### config.mk
export PLATFORM = sky130hd
export DESIGN_NAME = prescaled_wdt_timer
export DESIGN_NICKNAME = d
export VERILOG_FILES = /design/src/rtl/prescaled_wdt_timer.sv
export SDC_FILE = /design/constraint.sdc
export NUM_CORES = 1
export LEC_CHECK = 0
export ABC_CLOCK_PERIOD_IN_PS = 4200
export BUFFER_PORTS_ARGS = -buffer_cell sky130_fd_sc_hd__buf_4
export CAP_MARGIN = 25
export CORE_MARGIN = 2
export CORE_UTILIZATION = 45
export CTS_BUF_LIST = sky130_fd_sc_hd__clkbuf_16
export DETAILED_ROUTE_END_ITERATION = 6
export PLACE_DENSITY = 0.68
export SLEW_MARGIN = 5
export SYNTH_ARGS = -nofsm -noshare
export SYNTH_HDL_FRONTEND = slang
export SYNTH_SLANG_ARGS = --single-unit
export TNS_END_PERCENT = 100
### constraint.sdc
create_clock -name clk -period 4.2 [get_ports clk]
set_input_delay 0.21 -clock clk [delete_from_list [all_inputs] [get_ports clk]]
set_output_delay 0.21 -clock clk [all_outputs]
set_load 0.05 [all_outputs]
### src/rtl/prescaled_wdt_timer.sv
module prescaled_wdt_timer #(
  parameter int ADDR_W = 4,
  parameter int PRE_W  = 16,
  parameter int CNT_W  = 16
) (
  input  logic              clk,
  input  logic              rst_n,
  input  logic              bus_wr,
  input  logic [ADDR_W-1:0] bus_addr,
  input  logic [3:0]        bus_be,
  input  logic [31:0]       bus_wdata,
  output logic [31:0]       bus_rdata,
  output logic              irq,
  output logic              wdog_rst
);
  localparam int FIELD_W = PRE_W + CNT_W;
  localparam logic [63:0] CMASK64 = (64'd1 << FIELD_W) - 64'd1;
  localparam logic [31:0] COUNT_MASK = CMASK64[31:0];
  localparam logic [31:0] MODE_MASK  = 32'h0000_9507;
  localparam int B_IE = 8, B_CONT = 10, B_EN = 12, B_WD = 15;
  localparam logic [ADDR_W-1:0] A_MODE  = ADDR_W'(0);
  localparam logic [ADDR_W-1:0] A_COUNT = ADDR_W'(4);
  localparam logic [ADDR_W-1:0] A_STAT  = ADDR_W'(12);
  localparam logic [7:0] KEY = 8'hA5;

  function automatic logic [31:0] lane_merge(input logic [31:0] old_v,
                                              input logic [31:0] new_v,
                                              input logic [3:0]  be);
    logic [31:0] r;
    r = old_v;
    for (int k = 0; k < 4; k++)
      if (be[k]) r[8*k +: 8] = new_v[8*k +: 8];
    return r;
  endfunction

  logic [31:0]      mode_q, count_q;
  logic [3:0]       stat_q;
  logic [PRE_W-1:0] pre_cnt;
  logic [CNT_W-1:0] tc_cnt;
  logic             wdog_rst_q;

  wire mode_sel = bus_wr && (bus_addr == A_MODE);
  wire key_wr   = mode_sel && (bus_be == 4'b1000) && (bus_wdata[31:24] == KEY);
  wire mode_wr  = mode_sel && !key_wr;
  wire cnt_wr   = bus_wr && (bus_addr == A_COUNT);
  wire stat_wr  = bus_wr && (bus_addr == A_STAT) && bus_be[0];

  wire [31:0] mode_nx  = mode_wr ? (lane_merge(mode_q, bus_wdata, bus_be) & MODE_MASK) : mode_q;
  wire [31:0] count_nx = cnt_wr ? (lane_merge(count_q, bus_wdata, bus_be) & COUNT_MASK) : count_q;

  wire [PRE_W-1:0] pre_load = count_nx[CNT_W +: PRE_W] - PRE_W'(1);
  wire [PRE_W-1:0] pre_cur  = count_q[CNT_W +: PRE_W] - PRE_W'(1);

  wire running = mode_q[B_EN];
  wire wd_mode = mode_q[B_WD];
  wire tick    = running && (pre_cnt == '0);
  wire expire  = tick && (tc_cnt <= CNT_W'(1));
  wire reload  = cnt_wr || (mode_nx[B_EN] && !mode_q[B_EN]) || (key_wr && wd_mode);

  always_ff @(posedge clk or negedge rst_n) begin
    if (!rst_n) begin
      mode_q     <= '0;
      count_q    <= '0;
      stat_q     <= '0;
      pre_cnt    <= '0;
      tc_cnt     <= '0;
      wdog_rst_q <= 1'b0;
    end else begin
      mode_q <= mode_nx;
      if (expire && !wd_mode && !mode_q[B_CONT] && !mode_wr)
        mode_q[B_EN] <= 1'b0;
      count_q <= count_nx;

      if (reload) begin
        pre_cnt <= pre_load;
        tc_cnt  <= count_nx[CNT_W-1:0];
      end else if (running) begin
        if (tick) begin
          pre_cnt <= pre_cur;
          tc_cnt  <= expire ? count_q[CNT_W-1:0] : tc_cnt - CNT_W'(1);
        end else begin
          pre_cnt <= pre_cnt - PRE_W'(1);
        end
      end

      stat_q <= (stat_q & ~(stat_wr ? bus_wdata[3:0] : 4'b0000))
              | {3'b000, expire && !wd_mode};
      wdog_rst_q <= expire && wd_mode;
    end
  end

  always_comb begin
    case (bus_addr)
      A_MODE:  bus_rdata = mode_q;
      A_COUNT: bus_rdata = count_q;
      A_STAT:  bus_rdata = {28'd0, stat_q};
      default: bus_rdata = '0;
    endcase
  end

  assign irq      = (|stat_q) && mode_q[B_IE];
  assign wdog_rst = wdog_rst_q;

  AST_ONESHOT_STOPS: assert property (@(posedge clk) disable iff (!rst_n)
    ($rose(stat_q[0]) && !$past(mode_q[B_CONT]) && !$past(bus_wr)) |-> !mode_q[B_EN]);
  AST_CONT_KEEPS_RUN: assert property (@(posedge clk) disable iff (!rst_n)
    ($rose(stat_q[0]) && $past(mode_q[B_CONT]) && !$past(bus_wr)) |-> mode_q[B_EN]);
  AST_WD_PULSE_NEEDS_MODE: assert property (@(posedge clk) disable iff (!rst_n)
    wdog_rst |-> $past(mode_q[B_WD]));
  AST_WD_NO_FLAG: assert property (@(posedge clk) disable iff (!rst_n)
    wdog_rst |-> !$rose(stat_q[0]));
  AST_KEY_KEEPS_MODE: assert property (@(posedge clk) disable iff (!rst_n)
    (key_wr && mode_q[B_WD]) |=> $stable(mode_q));
endmodule

==> results by group, run 1 <==
Timing
  • Setup-failing EPs final: 0
  • Final hold vios: 0
  • Setup_tns: 0 ns
  • Final Cycle Share: around four fifths
  • Fin crit period: 3.393 ns
  • Worst slew pin tran: ~0.95 ns
  • Slew Limit Fails: 0
  • Hold slack: 0.07416 ns
  • Setup Skew: 0.008316 ns
  • Slew HR: between 30% and 40%
  • RSZ-0062 raised after global routing: false
  • Maximum clock rate: about 300 MHz

Floorplanning
  • # rows: 37
  • Die Footprint: 11470 um2
  • Initial Util: between 40% and 50%
  • Core footprint: around 10000 um2
  • Die height: between 100 and 150 um
  • Die Wd: 107.1 um
  • IO Pins: a little under 80

Setup path
  • CP max stage delay: approximately 0.5 ns
  • CP Data Required Time: 4.45 ns
  • Crit path to: pre_cnt[12]
  • Crit path depth: 11
  • Worst-path cell chain: nor4b_1 > and4_1 > and2_1 > a21oi_1 > nor2_1 > a21oi_1 > ha_1 > inv_1 > or3_1 > or3_1 > a31oi_1
  • Setup CP Type: reg2reg
  • Critical path capture point type: flop
  • Critical Path AT: approximately 3.7 ns
  • Worst setup SP type: flop
  • R2r startpoint: mode_q[12]
  • CP top delay family: simple AND/OR/NAND/NOR gates
  • CP max-delay cell: dfrtp_1
  • Critical path startpoint: mode_q[12]
  • Buf+Inv Stages, Crit Path: 1
  • Register-to-Register Path Depth: 11
  • R2r setup slk: 0.81 ns
  • Worst r2r dst: pre_cnt[12]
  • Worst Path Max Fanout: 13

Power
  • Switch share: 35.53%
  • Combinational power share: between 20% and 30%
  • Leak: about 2.5 nW
  • VDD IR max: roughly 0.20 mV
  • Seq pwr share: a little over two fifths
  • Clk network pwr share: between 20% and 30%
  • Power density cells: approximately 450 nW/um2
  • Psw: about 0.93 mW
  • Internal: 1.692 mW

Detailed routing
  • Number of remaining DRC errors: 0
  • DRT iter0 DRCs: between 300 and 400
  • Routed WL: approximately 14 mm
  • Drt wl/cell: about 18 um
  • Vias per cell: approximately 6
  • Pre-Repair DR Iteration Count: 5
  • DR vias: ~4500
  • DRT antenna net count: 0

Global route
  • Largest net degree at the start of global routing: between 70 and 80
  • Initial antenna violation count: 0
  • First-pass GRT wire length: 22.65 mm
  • GR Util All Layers: 25.33%
  • Vias in the first global route: 4293
  • GR Overflow Total: 0

Clocking
  • CTS Buffer Depth: 2
  • H-tree depth: 3
  • CTS tree: done
  • Total setup buffers inserted after CTS: 0
  • Clk root buf: clkbuf_16
  • Worst-path clk slew: approximately 0.060 ns
  • Clk_lat worst skew: about 0.34 ns
  • CTS Sinks: 76
  • CTS Buf Count: 9

Cells and area
  • Synth-to-Final Area Change: 21.12%
  • Antenna fix cells: 0
  • Most frequent cells in the layout: buf_4 (81), dfrtp_1 (76), nor2_1 (59)
  • Share of layout cells above drive strength 1: between 20% and 30%
  • Commonest non-fill, non-tap cell in the layout: buf_4
  • Nets: 658

Yosys
  • YS warnings: 0
  • Count of state elements after synthesis: 76
  • Post-synth top area cell: dfrtp_1
  • Seq/Total Area, Yosys: about two fifths
  • Synth Instances: around 550
  • Post-synth top area share: between 30% and 40%
  • FFs w/ async S/R, synth: 100.0%
  • Syn Std Cell Area: about 4800 um2
  • Post-synthesis average cell area: a little under 9 um2
  • Top area cells in the synthesized netlist: dfrtp_1 (40%), mux2_2 (7.5%), nor2_1 (4.6%)
  • Unique masters post-synth: 66
  • Post-synth EDFFs: 0
  • Synthesized Nets: approximately 590
  • Primary FF master, synth: dfrtp_1

Placement
  • GP Congestion: 0.9019
  • HPWL after DPL: approximately 9.8 mm
  • Port bufs: 76

Min path
  • Hold Path Class: in2reg

Flow run
  • Max Cap Viol: 0

Outcome
  • Status: finished clean
layout make-up:
class                      instances  area (um2)
clock buffer                       9       225.2
clock inverter                     6       57.56
fill                             896        4533
inverter                          17       63.81
multi-input combinational        425        2726
sequential                        76        1902
tap                              136       170.2
timing repair buffer              83       645.6
timing repair:
action,CTS,global route
resized for setup,0,0
setup endpoints to repair,0,0
hold buffers,0,1
endpoints found under the hold margin,0,28
per-layer routing:
layer	global-route usage [%]	wire [um]	up-vias
met1	36.71	6568	2168
met2	38.16	6140	189
met4	8.905	302	0
met5	0	0	-
li1	-	-	2139
met3	4.255	813	27
power by group through the flow:
| stage | clock network, mW | registers (mW) | logic (mW) |
|---|---|---|---|
| 2_1_floorplan | 0 | 1.06 | 0.552 |
| 3_3_place_gp | 0 | 1.12 | 0.708 |
| 3_5_place_dp | 0 | 1.13 | 0.725 |
| 4_1_cts | 0.768 | 1.12 | 0.728 |
| 5_1_grt | 0.804 | 1.15 | 0.827 |
| 6_report | 0.759 | 1.13 | 0.739 |
through the flow:
stage          power (mW)  utilization (%)  cell area, um2  setup slack [ns]  std cells
2_1_floorplan       1.610                -            4781             1.040        545
3_3_place_gp        1.830            52.99            5470            0.9683        735
3_5_place_dp        1.856            52.99            5470            0.8840        735
4_1_cts             2.616            55.73            5753            0.8590        750
5_1_grt             2.786            56.09            5791            0.5784        752
6_report            2.624            56.09            5791            0.8067        752
synthesized netlist by cell type, types with 2 or more instances:
master / count
a22oi_1: 4
nand3_1: 8
mux2_1: 4
and2_1: 28
nor4_1: 11
buf_2: 3
buf_1: 4
nand4_1: 5
nor4bb_1: 2
a22o_1: 5
o21a_1: 3
inv_1: 15
o21ai_1: 18
a21o_1: 3
nor3_1: 14
clkbuf_1: 20
mux2i_1: 14
nand2b_1: 2
mux2_2: 32
o22ai_1: 12
a31oi_1: 15
o31ai_1: 5
a21boi_0: 3
nand3b_1: 2
a211oi_1: 7
nor4b_2: 2
o21ai_0: 16
and3_1: 9
o211ai_1: 5
ha_1: 3
or3_1: 10
nand2_1: 48
or4_1: 3
dfrtp_1: 76
a2111oi_0: 2
xor2_1: 2
nor2_1: 59
a21oi_1: 39
or2_1: 2
xnor2_1: 4
flip-flops by register name (all words and copies together), names as in the netlist:
signal / cells
count_q: 32
mode_q: 7
pre_cnt: 16
stat_q: 4
tc_cnt: 16
wdog_rst: 1
worst min path at each step:
stage / startpoint / end / depth (start not counted) / slack [ns]
finish: bus_wdata[3] / stat_q[3] / 2 / 0.07
global placement: bus_wdata[3] / stat_q[3] / 2 / 0.42
detailed placement: rst_n / count_q[7] / 1 / 0.43
global route: bus_wdata[3] / stat_q[3] / 2 / 0.08
CTS: rst_n / count_q[7] / 1 / 0.06
floorplan: rst_n / count_q[0] / 0 / -0.09
kinds of logic (layout without fill, tap and decap cells):
kind of cell	count (synthesis)	count (layout)	synth area share (%)
mux	51	51	11.70
simple gates	214	214	23.08
fa+ha+maj	3	3	0.7852
buf+inv	44	115	3.533
xor+xnor	6	6	1.099
compound gates	151	151	20.02
flops	76	76	39.78
Note: power is estimated with default switching activity, not from simulation.
==> run 2: changes to the inputs <==
--- a/config.mk
+++ b/config.mk
@@ -5,7 +5,7 @@
 export SDC_FILE = /design/constraint.sdc
 export NUM_CORES = 1
 export LEC_CHECK = 0
-export ABC_CLOCK_PERIOD_IN_PS = 4200
+export ABC_CLOCK_PERIOD_IN_PS = 3300
 export BUFFER_PORTS_ARGS = -buffer_cell sky130_fd_sc_hd__buf_4
 export CAP_MARGIN = 25
 export CORE_MARGIN = 2
==> constraint.sdc (replaced) <==
create_clock -name clk -period 3.3 [get_ports clk]
set_input_delay 0.165 -clock clk [delete_from_list [all_inputs] [get_ports clk]]
set_output_delay 0.165 -clock clk [all_outputs]
set_load 0.05 [all_outputs]
==> run 2 against run 1 <==
Against the previous run:
- sequential share of layout area down 0.48 points
- cell count increased by 1.6%
- first-iteration DRC count fell by 8.5%
- global-route usage fell by 0.13 points
- hold slack worse by 0.053 ns
==> results by group, run 2 (same netlist as run 1, synthesis figures left out) <==
Outcome
  • Status: finished clean

Timing
  • Setup-failing EPs final: 0
  • Final hold vios: 0
  • Final Cycle Share: between 80% and 90%
  • Worst slew pin tran: ~0.67 ns
  • Setup Skew: 0.008707 ns
  • Setup_tns: 0 ns
  • Fin crit period: roughly 2.9 ns
  • Maximum clock rate: around 340 MHz
  • Slew Limit Fails: 0
  • Slew HR: 54.89%
  • RSZ-0062 raised after global routing: false

Detailed routing
  • Drt wl/cell: ~18 um
  • Pre-Repair DR Iteration Count: 5
  • Routed WL: between 10 and 15 mm
  • DRT antenna net count: 0
  • DRT iter0 DRCs: ~290
  • DR vias: between 4000 and 5000
  • Vias per cell: 6.003
  • Number of remaining DRC errors: 0

Placement
  • Inst Count DP: roughly 750
  • GP Congestion: between 0.9 and 1
  • HPWL after DPL: 10.12 mm
  • Port bufs: 76

Clocking
  • Total setup buffers inserted after CTS: 0
  • CTS tree: done
  • CTS Buf Count: 9
  • Worst-path clk slew: 0.06 ns
  • Resized cells post-CTS: 0
  • CTS Sinks: between 70 and 80
  • Clk root buf: clkbuf_16
  • H-tree depth: 3
  • Clk_lat worst skew: approximately 0.34 ns
  • Hold Buf Count CTS: 0
  • CTS Buffer Depth: 2

Cells and area
  • Fill cell count: approximately 940
  • Share of layout cells above drive strength 1: 23.57%
  • Largest reg by FF count: count_q
  • Finished Core Util: a little under three fifths
  • Multi-input gate area: approximately 2700 um2
  • Reg area: approximately 1900 um2
  • Max FFs per register: 32
  • Commonest non-fill, non-tap cell in the layout: buf_4
  • Top flop regs: count_q (32), pre_cnt (16), tc_cnt (16)
  • Synth-to-Final Area Change: 22.90%
  • Antenna fix cells: 0
  • Nets: roughly 670
  • Most frequent cells in the layout: buf_4 (92), dfrtp_1 (76), nor2_1 (59)
  • Cell Count, Final, Fillers Out: 764

Global route
  • GR Util All Layers: ~25%
  • Largest net degree at the start of global routing: between 70 and 80
  • First-pass GRT wire length: about 23 mm
  • Vias in the first global route: approximately 4400
  • GR Overflow Total: 0
  • Initial antenna violation count: 0

Power
  • Switch share: ~36%
  • VDD IR max: roughly 0.37 mV
  • Internal: 2.178 mW
  • Power density cells: 575.2 nW/um2
  • Seq pwr share: a little over two fifths
  • Psw: about 1.2 mW
  • Leak: approximately 2.6 nW
  • Combinational power share: between 20 and 30%
  • Clk network pwr share: 28.4%

Floorplanning
  • Die Wd: 107.1 um
  • Initial Util: approximately 46%
  • # rows: 37
  • Die height: roughly 110 um
  • Die Footprint: roughly 11000 um2
  • IO Pins: just under 80
  • Core footprint: around 10000 um2

Setup path
  • Worst Path Max Fanout: 5
  • Most frequent CP cell: or3_1
  • Worst-path cell chain: buf_4 > or4b_4 > nor2_1 > mux2_1 > a21oi_1 > ha_1 > inv_1 > or3_1 > or3_1 > a31oi_1
  • R2r setup slk: 0.47 ns
  • Critical path capture point type: flop
  • CP max-delay cell: or4b_4
  • Worst setup SP type: input port
  • CP Data Required Time: 3.55 ns
  • CP max stage delay: about 0.58 ns
  • Setup CP Type: in2reg
  • Critical Path AT: 3.19 ns

Min path
  • Hold Path Class: in2reg

Flow run
  • Max Cap Viol: 0
-- run 2: cell count changes in the layout (fill, tap and decap cells not counted), sizes merged --
cell,before,now
buf,82,93
clkinv,3,5
clkinvlp,2,0
inv,17,18
-- run 2: final cells by class --
cell class | count | area share, %
clock buffer | 9 | 3.833
inverter | 17 | 1.086
tap | 136 | 2.896
sequential | 76 | 32.37
clock inverter | 7 | 1.022
timing repair buffer | 94 | 12.39
multi-input combinational | 425 | 46.40
-- run 2: final timing paths --
path | from | end | cells past startpoint
max | bus_addr[1] | pre_cnt[12] | 10
max in group asynchronous | rst_n | count_q[30] | 3
min reg2reg | mode_q[0] | mode_q[0] | 1
min in group asynchronous | rst_n | tc_cnt[8] | 2
max reg2reg | mode_q[12] | pre_cnt[12] | 11
min | bus_wdata[3] | stat_q[3] | 2
-- run 2: power by group through the flow --
stage	registers, mW	logic (mW)	clock network [mW]
floorplan	1.35	0.703	0
finish	1.44	0.978	0.961
CTS	1.43	0.964	0.977
global route	1.47	1.08	1.01
global placement	1.44	0.929	0
detailed placement	1.44	0.961	0
-- run 2: per-stage QoR --
stage,instance area [um2],total power [mW],hold WS (ns),setup WS [ns]
2_1_floorplan,4781,2.049,-0.1306,0.1511
3_3_place_gp,5553,2.365,0.3703,0.2287
3_5_place_dp,5553,2.401,0.3712,0.08670
6_report,5876,3.380,0.02124,0.3672
5_1_grt,5876,3.557,0.02306,0.2616
4_1_cts,5838,3.371,0.01280,0.4308
-- run 2: worst max-delay path: cells and delay by family --
family	cells	cell delay (ns)
AO/OA/AOI/OAI	2	0.39
adder cells (fa/ha/maj)	1	0.21
buffers and inverters	2	0.22
multiplexers	1	0.39
AND/OR/NAND/NOR	4	1.81
-- run 2: routing by layer --
| metal | global-route usage (%) | routed length (um) | vias to the layer above |
|---|---|---|---|
| li1 | - | - | 2160 |
| met1 | 35.52 | 6345 | 2207 |
| met2 | 38.83 | 6387 | 194 |
| met3 | 4.316 | 1019 | 25 |
| met4 | 9.369 | 267 | 0 |
| met5 | 0 | 0 | - |
